**src/rtl/img_rb_pkg.sv**
```systemverilog
package img_rb_pkg;
  typedef enum logic [2:0] {
    RB_IDLE,
    RB_FETCH,
    RB_LOAD,
    RB_SEND,
    RB_FIN
  } rb_state_e;
endpackage

```
**src/rtl/rb_pix_counter.sv**
```systemverilog
module rb_pix_counter #(
  parameter int NUM_PIX = 16384,
  localparam int CW = $clog2(NUM_PIX + 1)
) (
  input  logic clk_i,
  input  logic rst_ni,
  input  logic pix_done_i,
  input  logic clear_i,
  output logic stored_o
);
  logic [CW-1:0] cnt_q;
  logic          stored_q;

  always_ff @(posedge clk_i or negedge rst_ni) begin
    if (!rst_ni) begin
      cnt_q    <= '0;
      stored_q <= 1'b0;
    end else if (clear_i) begin
      cnt_q    <= '0;
      stored_q <= 1'b0;
    end else if (pix_done_i && !stored_q) begin
      cnt_q    <= cnt_q + 1'b1;
      stored_q <= (cnt_q == CW'(NUM_PIX - 1));
    end
  end

  assign stored_o = stored_q;
endmodule

```
**src/rtl/rb_uart_tx.sv**
```systemverilog
module rb_uart_tx #(
  parameter int DW           = 8,
  parameter int CLKS_PER_BIT = 87,
  localparam int FW     = DW + 2,
  localparam int BIT_CW = $clog2(FW + 1)
) (
  input  logic          clk_i,
  input  logic          rst_ni,
  input  logic          start_i,
  input  logic [DW-1:0] data_i,
  output logic          done_o,
  output logic          tx_o
);
  logic [FW-1:0]     frame_q;
  logic              active_q;
  logic              done_q;
  logic [BIT_CW-1:0] bit_q;
  logic              tick;

  generate
    if (CLKS_PER_BIT <= 1) begin : g_nodiv
      assign tick = active_q;
    end else begin : g_div
      localparam int DCW = $clog2(CLKS_PER_BIT);
      logic [DCW-1:0] div_q;
      always_ff @(posedge clk_i or negedge rst_ni) begin
        if (!rst_ni)           div_q <= '0;
        else if (!active_q)    div_q <= '0;
        else if (tick)         div_q <= '0;
        else                   div_q <= div_q + 1'b1;
      end
      assign tick = active_q && (div_q == DCW'(CLKS_PER_BIT - 1));
    end
  endgenerate

  always_ff @(posedge clk_i or negedge rst_ni) begin
    if (!rst_ni) begin
      frame_q  <= '1;
      active_q <= 1'b0;
      done_q   <= 1'b0;
      bit_q    <= '0;
    end else begin
      done_q <= 1'b0;
      if (start_i && !active_q) begin
        frame_q  <= {1'b1, data_i, 1'b0};
        active_q <= 1'b1;
        bit_q    <= '0;
      end else if (tick) begin
        if (bit_q == BIT_CW'(FW - 1)) begin
          active_q <= 1'b0;
          done_q   <= 1'b1;
        end else begin
          frame_q <= {1'b1, frame_q[FW-1:1]};
          bit_q   <= bit_q + 1'b1;
        end
      end
    end
  end

  assign tx_o   = active_q ? frame_q[0] : 1'b1;
  assign done_o = done_q;
endmodule

```
**src/rtl/rb_sequencer.sv**
```systemverilog
module rb_sequencer
  import img_rb_pkg::*;
#(
  parameter int NUM_PIX = 16384,
  parameter int DW      = 8,
  localparam int AW = $clog2(NUM_PIX)
) (
  input  logic          clk_i,
  input  logic          rst_ni,
  input  logic          stored_i,
  input  logic          send_req_i,
  input  logic          tx_done_i,
  output logic          rd_en_o,
  output logic [AW-1:0] rd_addr_o,
  input  logic [DW-1:0] rd_data_i,
  output logic          tx_start_o,
  output logic [DW-1:0] tx_data_o,
  output logic          xfer_done_o
);
  rb_state_e     state_q, state_d;
  logic [AW-1:0] addr_q;
  logic          last_addr;

  assign last_addr = (addr_q == AW'(NUM_PIX - 1));

  always_comb begin
    state_d = state_q;
    unique case (state_q)
      RB_IDLE:  if (send_req_i && stored_i) state_d = RB_FETCH;
      RB_FETCH: state_d = RB_LOAD;
      RB_LOAD:  state_d = RB_SEND;
      RB_SEND:  if (tx_done_i) state_d = last_addr ? RB_FIN : RB_FETCH;
      RB_FIN:   state_d = RB_IDLE;
      default:  state_d = RB_IDLE;
    endcase
  end

  always_ff @(posedge clk_i or negedge rst_ni) begin
    if (!rst_ni) begin
      state_q <= RB_IDLE;
      addr_q  <= '0;
    end else begin
      state_q <= state_d;
      if (state_q == RB_IDLE)
        addr_q <= '0;
      else if (state_q == RB_SEND && tx_done_i && !last_addr)
        addr_q <= addr_q + 1'b1;
    end
  end

  assign rd_en_o     = (state_q == RB_FETCH);
  assign rd_addr_o   = addr_q;
  assign tx_start_o  = (state_q == RB_LOAD);
  assign tx_data_o   = rd_data_i;
  assign xfer_done_o = (state_q == RB_FIN);
endmodule

```
**src/rtl/img_readback_tx.sv**
```systemverilog
module img_readback_tx #(
  parameter int PIX_W        = 8,
  parameter int IMG_ROWS     = 128,
  parameter int IMG_COLS     = 128,
  parameter int CLKS_PER_BIT = 87,
  localparam int NUM_PIX = IMG_ROWS * IMG_COLS,
  localparam int AW      = $clog2(NUM_PIX)
) (
  input  logic             clk_i,
  input  logic             rst_ni,
  input  logic             pix_done_i,
  input  logic             send_req_i,
  output logic             stored_o,
  output logic             rd_en_o,
  output logic [AW-1:0]    rd_addr_o,
  input  logic [PIX_W-1:0] rd_data_i,
  output logic             tx_o,
  output logic             xfer_done_o
);
  logic             stored;
  logic             xfer_done;
  logic             tx_start;
  logic             tx_done;
  logic [PIX_W-1:0] tx_data;

  rb_pix_counter #(.NUM_PIX(NUM_PIX)) u_cnt (
    .clk_i     (clk_i),
    .rst_ni    (rst_ni),
    .pix_done_i(pix_done_i),
    .clear_i   (xfer_done),
    .stored_o  (stored)
  );

  rb_sequencer #(.NUM_PIX(NUM_PIX), .DW(PIX_W)) u_seq (
    .clk_i      (clk_i),
    .rst_ni     (rst_ni),
    .stored_i   (stored),
    .send_req_i (send_req_i),
    .tx_done_i  (tx_done),
    .rd_en_o    (rd_en_o),
    .rd_addr_o  (rd_addr_o),
    .rd_data_i  (rd_data_i),
    .tx_start_o (tx_start),
    .tx_data_o  (tx_data),
    .xfer_done_o(xfer_done)
  );

  rb_uart_tx #(.DW(PIX_W), .CLKS_PER_BIT(CLKS_PER_BIT)) u_tx (
    .clk_i  (clk_i),
    .rst_ni (rst_ni),
    .start_i(tx_start),
    .data_i (tx_data),
    .done_o (tx_done),
    .tx_o   (tx_o)
  );

  assign stored_o    = stored;
  assign xfer_done_o = xfer_done;
endmodule

```
**config.mk**
```make
export PLATFORM = sky130hd
export DESIGN_NAME = img_readback_tx
export DESIGN_NICKNAME = d
export VERILOG_FILES = /design/src/rtl/img_rb_pkg.sv /design/src/rtl/rb_pix_counter.sv /design/src/rtl/rb_uart_tx.sv /design/src/rtl/rb_sequencer.sv /design/src/rtl/img_readback_tx.sv
export SDC_FILE = /design/constraint.sdc
export NUM_CORES = 1
export LEC_CHECK = 0
export ABC_CLOCK_PERIOD_IN_PS = 4800
export BUFFER_PORTS_ARGS = -buffer_cell sky130_fd_sc_hd__buf_2
export CORE_ASPECT_RATIO = 0.6
export CORE_MARGIN = 2
export CORE_UTILIZATION = 63
export CTS_CLUSTER_DIAMETER = 120
export DETAILED_ROUTE_END_ITERATION = 12
export GPL_TIMING_DRIVEN = 0
export HOLD_SLACK_MARGIN = 0.02
export PLACE_DENSITY_LB_ADDON = 0.2
export SETUP_SLACK_MARGIN = 0.1
export SLEW_MARGIN = 20
export SYNTH_ARGS = -nofsm -noshare
export SYNTH_HDL_FRONTEND = slang
export SYNTH_SLANG_ARGS = --single-unit
```
**constraint.sdc**
```tcl
create_clock -name clk_i -period 4.8 [get_ports clk_i]
set_input_delay 0.72 -clock clk_i [delete_from_list [all_inputs] [get_ports clk_i]]
set_output_delay 0.72 -clock clk_i [all_outputs]
set_load 0.02 [all_outputs]
```
==> results of run 1 <==
final cells by class:
class	count	area share (%)
flip-flops and latches	55	44.7
inverters	7	0.846
well taps	60	2.42
plain buffers	10	1.85
clock inverters	2	0.443
clock buffers	6	3.02
multi-input cells	201	42.0
repair buffers	29	4.76
registers in the layout, summed over array words and instances (netlist names):
| register | flops |
|---|---|
| u_tx.done_o | 1 |
| u_tx.frame_q | 9 |
| u_seq.rd_addr_o | 14 |
| u_tx.bit_q | 4 |
| u_seq.state_q | 3 |
| u_tx.g_div.div_q | 7 |
| u_cnt.cnt_q | 15 |
| u_cnt.stored_o | 1 |
| u_tx.active_q | 1 |
synthesized netlist by cell type (2+ instances only):
library cell | number | area share, %
a21oi_1 | 11 | 2.0
a221o_1 | 5 | 1.8
a31oi_1 | 7 | 1.6
and3_1 | 5 | 1.1
and4_1 | 6 | 1.9
buf_2 | 4 | 0.72
buf_6 | 2 | 0.81
clkbuf_1 | 4 | 0.54
dfrtp_1 | 46 | 42
dfstp_2 | 9 | 8.5
ha_1 | 6 | 2.7
inv_1 | 7 | 0.95
mux2_2 | 2 | 0.81
mux2i_1 | 6 | 2.2
nand2_1 | 20 | 2.7
nand2b_1 | 2 | 0.45
nand3_1 | 7 | 1.3
nand3b_1 | 2 | 0.54
nand4_1 | 9 | 2.0
nand4b_1 | 2 | 0.63
nor2_1 | 30 | 4.1
nor2b_1 | 3 | 0.68
nor3_1 | 9 | 1.6
nor3b_1 | 5 | 1.4
nor4_1 | 4 | 0.90
o211ai_1 | 2 | 0.54
o21ai_0 | 13 | 2.3
o31ai_1 | 4 | 1.1
or3_1 | 12 | 2.7
or4_1 | 2 | 0.54
xnor2_1 | 13 | 4.1
xor2_1 | 2 | 0.63
kinds of logic after synthesis:
family,count (synthesis),share of synthesized area (%)
mux,9,3.39
xor+xnor,15,4.74
fa+ha+maj,6,2.71
simple gates,124,25.2
buf+inv,17,3.03
compound gates,47,10.8
flops,55,50.1
metrics by stage:
step | utilization [%] | power [mW] | std cells
floorplan | - | 0.584 | 273
global placement | 71.7 | 0.611 | 362
detailed placement | 71.9 | 0.620 | 362
CTS | 74.5 | 0.904 | 370
global route | 74.5 | 0.943 | 370
finish | 74.5 | 0.899 | 370
power groups by stage:
stage / logic [mW] / clock network [mW] / registers, mW
4_1_cts: 0.0946 / 0.292 / 0.517
6_report: 0.0944 / 0.286 / 0.518
3_3_place_gp: 0.0881 / 0 / 0.523
5_1_grt: 0.108 / 0.312 / 0.522
3_5_place_dp: 0.0942 / 0 / 0.526
2_1_floorplan: 0.0649 / 0 / 0.519
metal layers:
metal  vias up  share of wire, %
met3         6               5.4
met1      1067                50
met4         0              0.84
met2        72                43
met5         -                 0
li1       1070                 -
worst paths after layout:
path / start / to / slack (ns) / cells after the start
min: rst_ni / u_tx.bit_q[1] / 0.44 / 1
max reg2reg: u_seq.rd_addr_o[0] / u_seq.rd_addr_o[10] / 2.67 / 6
max: u_seq.state_q[1] / xfer_done_o / 2.01 / 4
max in group asynchronous: rst_ni / u_tx.active_q / 3.93 / 1
min in group clk_i: u_tx.g_div.div_q[0] / u_tx.g_div.div_q[0] / 0.49 / 1
min reg2reg: u_tx.g_div.div_q[0] / u_tx.g_div.div_q[0] / 0.49 / 1
cell usage in the layout, fill, tap and decap left out, types with 3 or more instances in the layout:
master    netlist  final
o31ai_1         4      4
nor3b_1         5      5
dfrtp_1        46     46
a221o_1         5      5
a21oi_1        11     11
nor2_1         30     30
nand3_1         7      7
xnor2_1        13     13
clkbuf_1        4      4
buf_2           4     32
nor4_1          4      4
nand4_1         9      9
or3_1          12     12
mux2i_1         6      6
nand2_1        20     20
nor2b_1         3      3
ha_1            6      6
a31oi_1         7      7
dfstp_2         9      9
clkbuf_8        0      5
inv_1           7      7
nor3_1          9      8
o21ai_0        13     13
and4_1          6      6
and3_1          5      5
==> results.cfg, run 1 <==
[status]
outcome = completed

[clock_tree]
cts_max_path_buffers = 2
cts_tree = yes
htreeDepth = 2
cts_setup_buffers = 0
cts-hold-fix-buffers = 0
clock_sinks = 55
clock_latency_ns = 0.31
clkTransAtPathRegs_ns = 0.10
cts_resized = 0
cts_root_buffer = clkbuf_8
cts_made_buffers = 5

[global_routing]
grt_util_met3_pct = 6.58
grt_util_met2_pct = 33.4
grt_usage_pct = 24.5
overflow = 0
grtUsageMet1_pct = 38.0
grt_pass1_vias = 2063
antenna_found_initial = 0
top_usage_layer = met1
grt_first_pass_wirelength_microns = 9580
grt_max_degree = 56

[timing]
fin_crit_sh_pct = 58.1
slew_headroom_pct = 55.0
rsz0062_at_grt = false
hold_viol = 0
fmax_mhz = 359
finalCriticalPeriod_ns = 2.79
finClkSkew_ns = 0.00811
setup_violations = 0
tightest_slew_ns = 0.672
whs_ns = 0.439
tns_ns = 0
drv_slew = 0
setup_slack_ns = 2.01

[pwr]
netSwitchingFraction_pct = 26.2
leakage_nw = 1.35
power.density_mw_per_mm2 = 290
ir_drop_mv = 0.175
power_switching_uw = 235
comb_power_share_pct = 10.5
power.internal_uw = 664
p_clk_share_pct = 31.8
pwr-share-seq_pct = 57.7

[routing]
antenna_left = 0
drt-total-wl_microns = 5600
drt-wirelength-per-cell_microns = 15.1
dr.pass1.iters = 5
drt_iter0_drc = 153
vias = 2215
route.detailed.drc = 0
viasPerCell = 5.99

[synthesis]
synthFlopType = dfrtp_1
ys_ff_latch = 55
yosysWarnings = 0
synth_edf_count = 0
synthDistinctLibCells = 44
ys_seq_area_share_pct = 50.1
syn_area_per_cell_sq_um = 10.1
syn-num-nets = 291
syn_area_sq_mm = 0.00277
syn_inst = 273
ys_async_sr_fraction_pct = 100

[cells_and_area]
seqCellArea_sq_mm = 0.00139
multi_input_area_sq_mm = 0.00130
area.growth.synth_to_final_pct = 12.1
n_antenna_cell = 0
final_area_sq_mm = 0.00310
fin_nets = 327
nFillCells = 306
drive_gt1_share_pct = 18.7

[floorplan]
fp.dieH_microns = 55.4
start_util_pct = 66.5
fp-row-count = 18
io_pins = 30
die_area_sq_mm = 0.00496
die_x_microns = 89.6
core_sq_mm = 0.00417

[job]
maxCapViolations = 0

[worst_setup_path]
path_cells = buf_2 > nor3_2 > clkbuf_1 > buf_2
crit_family = buffers and inverters
crit_type = reg2out
cp.required_ns = 4.08
cpMaxStageDelayCell = nor3_2
critical-path-max-stage-delay_ns = 0.55
start_kind = register
arrival_ns = 2.07
endpoint_kind = primary output
crit_buf_inv = 3
crit_path_max_fanout = 10
cpMostUsedCell = buf_2

[placed_design]
io_buffers = 29
post_dp_cell_area_sq_mm = 0.00300
dp.final_hpwl_microns = 3910
place_congestion = 0.852
pre_cts_slack_ns = 2.39

[worst_hold_path]
hold_path.class = in2async
Power figures use the tool's default switching activity.
==> run 2: changes to the inputs <==
Settings changed: ABC_CLOCK_PERIOD_IN_PS 4800 to 2800, CORE_UTILIZATION 63 to 58.
Clock period 4.8 ns to 2.8 ns, I/O delays scaled along.
==> results.cfg, run 2 (synthesis gave the netlist of run 1 again) <==
[status]
outcome = completed

[cells_and_area]
fin_nets = 327
layout_commonest_cell = dfrtp_1
final_area_sq_mm = 0.00310
largest_register_ffs = 15
top_register = u_cnt.cnt_q
drive_gt1_share_pct = 18.7
mostFrequentLayoutCells = 46 x dfrtp_1, 32 x buf_2, 30 x nor2_1
area.growth.synth_to_final_pct = 11.9
n_antenna_cell = 0
nFillCells = 373
final_cells = 373

[floorplan]
core_sq_mm = 0.00459
die_area_sq_mm = 0.00536
start_util_pct = 60.3
fp.dieH_microns = 57.5
die_x_microns = 93.2
fp-row-count = 19
io_pins = 30

[placed_design]
io_buffers = 29
post_dp_cell_area_sq_mm = 0.00300
place_congestion = 0.852
dp.final_hpwl_microns = 3830
dp.cells = 365

[clock_tree]
cts_max_path_buffers = 2
cts_root_buffer = clkbuf_8
cts_resized = 0
cts_setup_buffers = 0
clock_latency_ns = 0.30
clock_sinks = 55
clkTransAtPathRegs_ns = 0.10
htreeDepth = 2
cts_tree = yes
cts-hold-fix-buffers = 0
cts_made_buffers = 5

[worst_setup_path]
crit_type = reg2out
worstRegToRegCells = 6
arrival_ns = 2.12
setup.worst_path.start = u_seq.state_q[1]
cp.required_ns = 2.38
crit_end = xfer_done_o
rr_startpoint = u_seq.rd_addr_o[0]
r2r_slack_ns = 0.64
start_kind = register
endpoint_kind = primary output
crit_path_max_fanout = 10
worstReg2RegEnd = u_seq.rd_addr_o[10]

[timing]
tns_ns = 0
hold_viol = 0
fin_crit_sh_pct = 90.6
fmax_mhz = 394
finalCriticalPeriod_ns = 2.54
drv_slew = 0
setup_violations = 0
finClkSkew_ns = 0.0125
rsz0062_at_grt = false
tightest_slew_ns = 0.738
whs_ns = 0.147
slew_headroom_pct = 50.5

[global_routing]
antenna_found_initial = 0
grt_util_met3_pct = 4.62
grtUsageMet1_pct = 32.9
grt_max_degree = 56
top_usage_layer = met2
grt_util_met2_pct = 36.1
grt_usage_pct = 22.6
grt_pass1_vias = 2099
grt_first_pass_wirelength_microns = 9690
overflow = 0

[pwr]
power.internal_mw = 1.11
power_mw = 1.51
leakage_nw = 1.34
pwr-share-seq_pct = 58.8
p_clk_share_pct = 30.5
netSwitchingFraction_pct = 26.3
power.density_mw_per_mm2 = 486
comb_power_share_pct = 10.7
power_switching_uw = 396
ir_drop_mv = 0.284

[routing]
route.detailed.drc = 0
dr.pass1.iters = 4
drt-wirelength-per-cell_microns = 14.9
antenna_left = 0
viasPerCell = 5.88
drt-total-wl_microns = 5550
vias = 2195
drt_iter0_drc = 194

[worst_hold_path]
hold_path.class = in2async

[job]
maxCapViolations = 0
## run 2: cell types whose count changed in the layout (fill, tap and decap cells not counted)
cell and delta:
clkinvlp_4 +1, clkinv_2 -1, clkbuf_16 -1, clkbuf_8 +1
## run 2: critical path, cell delays in order (launching register included)
cell and delay [ns]:
dfrtp_1 0.40, buf_2 0.18, nor3_2 0.54, clkbuf_1 0.43
buf_2 0.25
## run 2: power groups by stage
stage                     Combinational, mW  Sequential [mW]  Clock (mW)
after global routing                  0.186            0.892       0.503
after CTS                             0.165            0.886       0.474
after floorplan                       0.111            0.891           0
final                                 0.162            0.886       0.459
after global placement                0.151            0.898           0
after detailed placement              0.164            0.901           0
## run 2: worst min path at each step
stage / startpoint / depth (start not counted) / slack (ns) / to
3_5_place_dp: u_tx.g_div.div_q[0] / 1 / 0.47 / u_tx.g_div.div_q[0]
5_1_grt: rst_ni / 1 / 0.20 / u_cnt.cnt_q[14]
4_1_cts: rst_ni / 1 / 0.17 / u_cnt.cnt_q[14]
3_3_place_gp: u_tx.g_div.div_q[0] / 1 / 0.46 / u_tx.g_div.div_q[0]
6_report: rst_ni / 1 / 0.15 / u_cnt.cnt_q[14]
2_1_floorplan: rst_ni / 0 / 0.12 / u_cnt.cnt_q[0]
## run 2: layout make-up
class	count	area (sq um)	area share, %
Sequential cell	55	1390	44.8
Multi-Input combinational cell	201	1300	42.0
Buffer	10	57.6	1.86
Timing Repair Buffer	29	148	4.76
Inverter	7	26.3	0.848
Clock inverter	2	16.3	0.525
Tap cell	63	78.8	2.54
Clock buffer	6	82.6	2.66
## run 2: stage by stage
| stage | setup WS (ns) | utilization [%] |
|---|---|---|
| after floorplan | 0.833 | - |
| after global placement | 0.636 | 65.2 |
| after detailed placement | 0.640 | 65.3 |
| after CTS | 0.257 | 67.4 |
| after global routing | 0.105 | 67.5 |
| final | 0.264 | 67.5 |
## run 2: metal layers
metal  up-vias  part of all wire [%]
met1      1083                    49
met3         2                   4.3
met4         0                  0.38
li1       1068                     -
met2        42                    47
met5         -                     0
==> run 3: changes to the inputs <==
Settings changed: ABC_AREA set to 1, CORE_UTILIZATION 58 to 59.
==> results.cfg, run 3 <==
[routing]
drt-wirelength-per-cell_microns = 12.7
drt-total-wl_microns = 6500
drt_iter0_drc = 169
viasPerCell = 5.29
antenna_left = 0
vias = 2699
dr.pass1.iters = 4
route.detailed.drc = 0

[clock_tree]
cts_resized = 0
htreeDepth = 2
cts_root_buffer = clkbuf_8
cts_max_path_buffers = 2
cts-hold-fix-buffers = 0
clkTransAtPathRegs_ns = 0.11
cts_tree = yes
cts_setup_buffers = 0
cts_made_buffers = 5
clock_latency_ns = 0.32
clock_sinks = 55

[global_routing]
antenna_found_initial = 0
overflow = 0
grt_first_pass_wirelength_microns = 11200
grt_max_degree = 56
grt_usage_pct = 25.3
grt_pass1_vias = 2470

[cells_and_area]
final_cells = 510
largest_register_ffs = 15
n_antenna_cell = 0
drive_gt1_share_pct = 12.2
mostFrequentLayoutCells = 112 x nand2_1, 60 x nor2_1, 53 x inv_1
area.growth.synth_to_final_pct = 10.4
top_register = u_cnt.cnt_q
layout_commonest_cell = nand2_1
fin_nets = 461
nFillCells = 421

[worst_hold_path]
hold_path.class = in2async

[timing]
tightest_slew_ns = 0.682
tns_ns = 0
rsz0062_at_grt = false
fmax_mhz = 528
slew_headroom_pct = 54.5
finClkSkew_ns = 0.0139
finalCriticalPeriod_ns = 1.89
setup_violations = 0
hold_viol = 0
fin_crit_sh_pct = 67.7
drv_slew = 0

[worst_setup_path]
crit_path_max_fanout = 10
cp.required_ns = 3.05
arrival_ns = 2.14
r2r_slack_ns = 0.91
crit_type = reg2reg
rr_startpoint = u_tx.g_div.div_q[0]
start_kind = register
setup.worst_path.start = u_tx.g_div.div_q[0]
worstReg2RegEnd = u_tx.bit_q[3]
endpoint_kind = register
crit_end = u_tx.bit_q[3]
worstRegToRegCells = 9

[placed_design]
dp.final_hpwl_microns = 4640
dp.cells = 502
io_buffers = 29
place_congestion = 0.861

[synthesis]
synth-adder-area-share_pct = 2.48
synth-xor-area-share_pct = 3.18
synth_top_family_by_area = simple AND/OR/NAND/NOR gates
yosysTopAreaCell = dfrtp_1
synthFlopType = dfrtp_1
syn_area_sq_mm = 0.00303
syn_inst = 407
ys_ff_latch = 55
synth_common_cells = 112 x nand2_1, 60 x nor2_1, 53 x inv_1
ys_async_sr_fraction_pct = 100
netlist_top_cells_area = dfrtp_1 38%, nand2_1 14%, dfstp_2 7.8%
syn-num-nets = 425
synth_edf_count = 0
synthDistinctLibCells = 27
synth_top_cell_area_share_pct = 38.0
yosys.area_share.simple_pct = 35.2
yosysWarnings = 0
syn_area_per_cell_sq_um = 7.45
ys_seq_area_share_pct = 45.8
muxShareOfSynthArea_pct = 0
synth.most_common_cell = nand2_1
synth-compound-area-share_pct = 5.82

[floorplan]
die_area_sq_mm = 0.00575
fp-row-count = 20
io_pins = 30
start_util_pct = 60.6
core_sq_mm = 0.00500
die_x_microns = 96.5
fp.dieH_microns = 59.5

[pwr]
pwr-share-seq_pct = 59.7
power_switching_uw = 434
p_clk_share_pct = 29.5
power.density_mw_per_mm2 = 457
ir_drop_mv = 0.418
power.internal_mw = 1.10
netSwitchingFraction_pct = 28.4
comb_power_share_pct = 10.8
leakage_nw = 1.77

[job]
maxCapViolations = 0

[status]
outcome = completed
[run 3: cell count changes after synthesis, moves of 7 or more]
cell	before	now
xor2_1	2	10
a31oi_1	7	0
nand4_1	9	22
nand3_1	7	33
xnor2_1	13	1
nor2_1	30	60
nand2_1	20	112
inv_1	7	53
or3_1	12	0
[run 3: worst min path at each step]
stage                    startpoint                  end  slack (ns)  depth (start not counted)
finish                       rst_ni  u_tx.g_div.div_q[0]        0.14                          1
global route                 rst_ni  u_tx.g_div.div_q[6]        0.19                          1
CTS                          rst_ni       u_cnt.cnt_q[7]        0.17                          1
detailed placement  u_tx.frame_q[8]      u_tx.frame_q[8]        0.46                          2
global placement    u_tx.frame_q[8]      u_tx.frame_q[8]        0.45                          2
floorplan                    rst_ni       u_cnt.cnt_q[0]        0.12                          0
[run 3: layer usage]
layer  wire length, microns  up-vias  global-route usage (%)
met5                      0        -                       0
met4                    114        0                    8.45
met2                   2790       70                    37.9
met1                   3240     1241                    37.2
met3                    353       14                    4.83
li1                       -     1374                       -
[run 3: final cells by class]
type	instances	area (sq um)	area share (%)
multi-input combinational	294	1410	42.2
sequential	55	1390	41.5
inverter	53	199	5.94
timing repair buffer	29	148	4.41
tap	66	82.6	2.47
clock buffer	7	76.3	2.28
buffer	5	31.3	0.935
clock inverter	1	8.76	0.262
[run 3: power by group through the flow]
stage | logic, mW | clock network [mW] | registers [mW]
global route | 0.197 | 0.493 | 0.921
global placement | 0.152 | 0 | 0.921
floorplan | 0.114 | 0 | 0.910
detailed placement | 0.166 | 0 | 0.923
finish | 0.166 | 0.452 | 0.913
CTS | 0.167 | 0.456 | 0.911
[run 3: logic make-up (layout without fill, tap and decap cells)]
group | count (synthesis) | after routing
DFF | 55 | 55
adders and majority gates | 6 | 6
and+or+nand+nor | 244 | 244
xor gates and xnor gates | 11 | 11
AOI/OAI and AO/OA | 33 | 33
buffers and inverters | 58 | 95
[run 3: worst max-delay path: stages, from the launching register on]
cell	delay (ns)
dfrtp_1	0.42
inv_1	0.07
ha_1	0.14
nand2_1	0.05
nor3_1	0.27
nand3_1	0.29
nand2_1	0.25
buf_4	0.20
nand3_1	0.07
o21ai_0	0.08
[run 3: per-stage QoR]
| step | hold slack, ns | utilization (%) | power, mW | area [sq um] | worst slack [ns] |
|---|---|---|---|---|---|
| after global placement | 0.454 | 65.1 | 1.07 | 3260 | 0.944 |
| final | 0.136 | 66.9 | 1.53 | 3350 | 0.906 |
| after detailed placement | 0.460 | 65.2 | 1.09 | 3260 | 0.928 |
| after global routing | 0.192 | 66.9 | 1.61 | 3350 | 0.604 |
| after CTS | 0.166 | 66.9 | 1.53 | 3350 | 0.918 |
| after floorplan | 0.124 | - | 1.02 | 3030 | 1.08 |
